## src/rtl/hdrchk_pkg.sv

```systemverilog
package hdrchk_pkg;
  localparam int HDR_LEN = 4;
  localparam int IDX_ADDR = 0;
  localparam int IDX_CMD = 1;
  localparam int IDX_TID = 2;

  localparam logic [1:0] MODE_TRANSPARENT = 2'b00;
  localparam logic [1:0] MODE_ROUTE = 2'b01;
  localparam logic [1:0] MODE_PROTOCOL = 2'b10;

  localparam logic [2:0] ERR_NONE = 3'd0;
  localparam logic [2:0] ERR_SHORT = 3'd1;
  localparam logic [2:0] ERR_ADDR = 3'd2;
  localparam logic [2:0] ERR_CMD = 3'd3;
  localparam logic [2:0] ERR_LOCKED = 3'd4;

  typedef enum logic [1:0] {ST_HDR, ST_PASS, ST_DROP} rx_state_e;

  typedef enum logic [2:0] {
    V_DATA, V_CTRL, V_ARM, V_BAD_ADDR, V_BAD_CMD, V_LOCKED
  } verdict_e;
endpackage

```

## src/rtl/hdrchk_capture.sv

```systemverilog
module hdrchk_capture
  import hdrchk_pkg::*;
#(
  parameter int W = 8
) (
  input  logic clk,
  input  logic rst_n,
  input  logic clear,
  input  logic take,
  input  logic abort,
  input  logic [W-1:0] din,
  output logic done,
  output logic partial,
  output logic [HDR_LEN-2:0][W-1:0] bytes_q
);
  localparam int CNT_W = $clog2(HDR_LEN);
  localparam logic [CNT_W-1:0] LAST = CNT_W'(HDR_LEN - 1);

  logic [CNT_W-1:0] cnt;

  assign done = take && (cnt == LAST);
  assign partial = (cnt != '0);

  always_ff @(posedge clk) begin
    if (!rst_n || clear || abort || done) cnt <= '0;
    else if (take) cnt <= cnt + CNT_W'(1);
  end

  for (genvar i = 0; i < HDR_LEN - 1; i++) begin : g_byte
    always_ff @(posedge clk) begin
      if (!rst_n) bytes_q[i] <= '0;
      else if (take && cnt == CNT_W'(i)) bytes_q[i] <= din;
    end
  end

  AST_CNT_RESTART: assert property (@(posedge clk) disable iff (!rst_n)
    done |=> !partial);
  AST_ABORT_RESTART: assert property (@(posedge clk) disable iff (!rst_n)
    abort |=> !partial);
endmodule

```

## config.mk

```make
export PLATFORM = sky130hd
export DESIGN_NAME = hdrchk_capture
export DESIGN_NICKNAME = d
export VERILOG_FILES = /design/src/rtl/hdrchk_pkg.sv /design/src/rtl/hdrchk_capture.sv
export SDC_FILE = /design/constraint.sdc
export NUM_CORES = 1
export LEC_CHECK = 0
export CORE_MARGIN = 2
export CORE_UTILIZATION = 45
export DETAILED_ROUTE_END_ITERATION = 10
export PLACE_DENSITY = 0.83
export SKIP_CTS_REPAIR_TIMING = 1
export SLEW_MARGIN = 10
export SYNTH_ARGS = -nofsm -noshare
export SYNTH_HDL_FRONTEND = slang
export SYNTH_SLANG_ARGS = --single-unit
```

## constraint.sdc

```tcl
create_clock -name clk -period 2 [get_ports clk]
set_clock_uncertainty 0.15 [all_clocks]
set_input_delay 0.2 -clock clk [delete_from_list [all_inputs] [get_ports clk]]
set_output_delay 0.2 -clock clk [all_outputs]
set_load 0.005 [all_outputs]
```

Yosys cells after proc, flatten, opt, wreduce, memory -nomap -nowiden
Index checks and enable logic that the tools add are counted.

storage, ports and cells
  flip-flop bits (word level) = 26
  input port bits = 13
  logic and storage cells = 18

cells by class
  $add $sub $neg = 1
  equality and inequality tests = 3
  reduce and logical (&&, ||, !) cells = 10

operator list
  cell                                                                   number
  2-bit equality test, second input constant                             2
  1-bit logical AND                                                      4
  1-bit logical OR                                                       3
  2-bit by 1-bit adder with 2-bit output, second input constant          1
  2-bit by 1-bit equality test with 1-bit output, second input constant  1
  2-bit zero test                                                        1
  2-bit nonzero test                                                     1
  1-bit zero test                                                        1

Depth between registers and ports, before layout
  depth after elaboration = 4
  mapped depth = 6
  mapped depth without buffers = 4

Worst setup path after synthesis
Ideal clock, no wire load.

  path kind = flip-flop to flip-flop
  start = register cnt[0]
  end = register bytes_q[6] (netlist name)
  data arrival time = 1184 ps
  required time = 1780 ps
  path slack = 595 ps
  stages on the path, launching flop included = 7
  buffers on the path = 2
  period minus slack after synthesis = 1405 ps
  cell sequence = dfxtp_1 inv_1 ha_1 buf_6 buf_6 a21bo_2 a21oi_1

between the ends
  longest elaborated chain between the ends = 2

ends and longest elaborated chain
  what                           line                  RTL
  start, declared                hdrchk_capture.sv:19  logic [CNT_W-1:0] cnt;
  start signal, assigned         hdrchk_capture.sv:26  else if (take) cnt <= cnt + CNT_W'(1);
  2-bit zero test                hdrchk_capture.sv:32  else if (take && cnt == CNT_W'(i)) bytes_q[i] <= din;
  1-bit logical AND              hdrchk_capture.sv:32
  end signal, assigned by index  hdrchk_capture.sv:32
  end, declared                  hdrchk_capture.sv:14  output logic [HDR_LEN-2:0][W-1:0] bytes_q

No other way between the ends.
A chain may end at the register's enable or synchronous reset.

Worst setup path after layout
  start = register cnt[0]
  end = output partial

between the ends
  longest elaborated chain between the ends = 1

ends and longest elaborated chain
  what                line                  RTL
  2-bit nonzero test  hdrchk_capture.sv:22  assign partial = (cnt != '0);
  end, declared       hdrchk_capture.sv:13  output logic partial,

No other way between the ends.

==> summary.md <==
| Metric | Value |
|---|---|
| GR Util All Layers | `18.0%` |
| Crit path time final | `1880 ps` |
| Data required, critical path | `1650 ps` |
| Initial antenna violation count | `0` |
| Mux contribution to synthesized area | `0%` |
| Leakage Power | `0.000596 uW` |
| Fillers | `235` |
| Setup violators final | `0` |
| Mean Syn Cell Area | `9.69 sq um` |
| Synthesized flop and latch total | `26` |
| Chip Width | `56.5 um` |
| Critical path data arrival time | `1530 ps` |
| First drt pass iteration count | `4` |
| Largest family of logic cells by synthesized area | `compound AO/OA/AOI/OAI gates` |
| Cell Rows | `19` |
| Pin count of the biggest net entering global routing | `39` |
| Core area | `2690 sq um` |
| DR WL/cell | `14.0 um` |
| Drt drc | `0` |
| First-pass GRT wire length | `4.51 mm` |
| Cell area after synthesis | `1240 sq um` |
| DIE AREA | `3190 sq um` |
| Relative slew slack | `53.1%` |
| RePlAce Congestion | `0.756` |
| Fraction of layout cells with a size suffix above 1 | `21.4%` |
| PortBufs | `38` |
| Min-delay src | `cnt[1]$_SDFFE_PP0P_` |
| Final hold violation count | `0` |
| Netlist cell types | `15` |
| Util after Layout | `60.3%` |
| Post-synthesis xor/xnor area fraction | `0%` |
| Final period util | `93.9%` |
| CP startpoint kind | `register` |
| Iter 0 DRT Violations | `29` |
| # IOs | `39` |
| Vias in the first global route | `984` |
| ANT cells | `0` |
| Nets | `177` |
| Gate Count Post-Synth | `128` |
| Yosys warning count | `0` |
| Post-synthesis compound-gate area fraction | `29.9%` |
| Hold Path Class | `reg2reg` |
| Cell Pwr Density | `625 nW/um^2` |
| Max-cap check violation count | `0` |
| Clock buffer depth | `2` |
| Mapped Nets | `145` |
| Area growth syn-to-layout | `30.6%` |
| Max Slew Vio Count | `0` |
| CP endpoint kind | `output port` |
| CTS tree | `yes` |
| Measured slew at the worst slew-check pin | `703 ps` |
| Worst hold-check slack | `352 ps` |
| Starting Density | `46.2%` |
| Final setup TNS | `0 ps` |
| Via count | `1039` |
| Outcome | `completed` |
| Critical R2R Launch | `cnt[0]$_SDFFE_PP0P_` |
| Clk root buf | `clkbuf_4` |
| Post-route ant nets | `0` |
| CP max FO | `5` |
| Setup CP Type | `reg2out` |
| Die H | `56.5 um` |
| Simple-Gate Fraction of Synth Area | `13.2%` |
| Dpl hpwl | `1.91 mm` |
| Crit path from | `cnt[0]$_SDFFE_PP0P_` |
| Total gr overflow | `0` |
| Worst-skew pair later-pin latency | `320 ps` |
| Inserted Clock Buffers | `3` |
| Vias/cell | `5.47` |
| H-tree depth | `1` |
| Post-synthesis adder-cell area fraction | `4.04%` |
| Clock Sinks | `26` |
| Peak supply drop | `0.000508 V` |
| Drt total wl | `2.66 mm` |
| Clock transition at path regs | `130 ps` |
| Fmax | `0.533 GHz` |
| RSZ-0062 raised after global routing | `false` |
| Sequential element share of the synthesized area | `42.0%` |
## cell usage in the layout (no fill, tap or decap)
master	synthesis	routed
clkdlybuf4s50_1	0	38
a21oi_1	26	26
nand3_1	24	24
a21bo_2	24	24
dfxtp_1	26	24
inv_1	4	4
ha_1	4	4
clkbuf_4	0	3
buf_4	1	3
nand2b_1	2	2
and2_1	1	1
or3b_1	1	1
or3b_2	1	1
nand3b_1	1	1
bufinv_16	0	1
dfxtp_4	0	1
dfxtp_2	0	1
## through the flow
step,cell area [sq um],setup slack (ps),instances,power [uW]
2_1_floorplan,1240,595,128,609
6_report,1620,122,190,1010
3_3_place_gp,1560,289,186,659
4_1_cts,1610,28.6,190,1020
3_5_place_dp,1560,214,186,663
5_1_grt,1620,2.89,190,1060
## where the power goes
part           internal [uW]  total, uW  switching [uW]
registers                529        536            6.40
logic                   63.5        116            52.3
clock network            203        360             157
## state kept, by name, summed over array words and instances (netlist names)
name,flops
cnt,2
bytes_q,24
## cells by family after synthesis
| kind of cell | after synthesis |
|---|---|
| compound gates | 50 |
| simple gates | 30 |
| flops | 26 |
| buf+inv | 18 |
| fa+ha+maj | 4 |
## cells in the mapped netlist (all sizes together)
master,number,area [sq um]
a21bo,24,240
a21oi,26,130
and2,1,6.26
buf,14,120
dfxtp,26,521
ha,4,50.1
inv,4,15.0
nand2b,2,12.5
nand3,24,120
nand3b,1,7.51
or3b,2,17.5
## layer usage
layer  GRT usage, %  share of wire [%]  vias to the layer above
met5              0                  0                        -
met4           9.18                2.7                        0
met3           3.00                7.2                        7
met2           28.4                 49                       47
met1           23.5                 41                      477
li1               -                  -                      508
## worst max-delay path, stage by stage (launching register included)
cell and delay [ps]:
dfxtp_4 390, inv_1 60, ha_1 210, inv_1 60, clkdlybuf4s50_1 490
## layout make-up
class / count / area, sq um / area share, %
well taps: 31 / 38.8 / 2.40
repair buffers: 41 / 403 / 24.9
clock buffers: 3 / 22.5 / 1.39
flip-flops and latches: 26 / 526 / 32.5
multi-input cells: 84 / 584 / 36.1
inverters: 4 / 15.0 / 0.927
clock inverters: 1 / 30.0 / 1.85
## worst paths after layout
path / cells past startpoint / to / slack [ps]
worst max register to register: 4 / bytes_q[16]$_SDFFE_PN0P_ / 470
worst min-delay path: 2 / cnt[1]$_SDFFE_PP0P_ / 350
worst min register to register: 2 / cnt[1]$_SDFFE_PP0P_ / 350
worst max-delay path: 4 / partial / 120
Power figures use the tool's default switching activity.
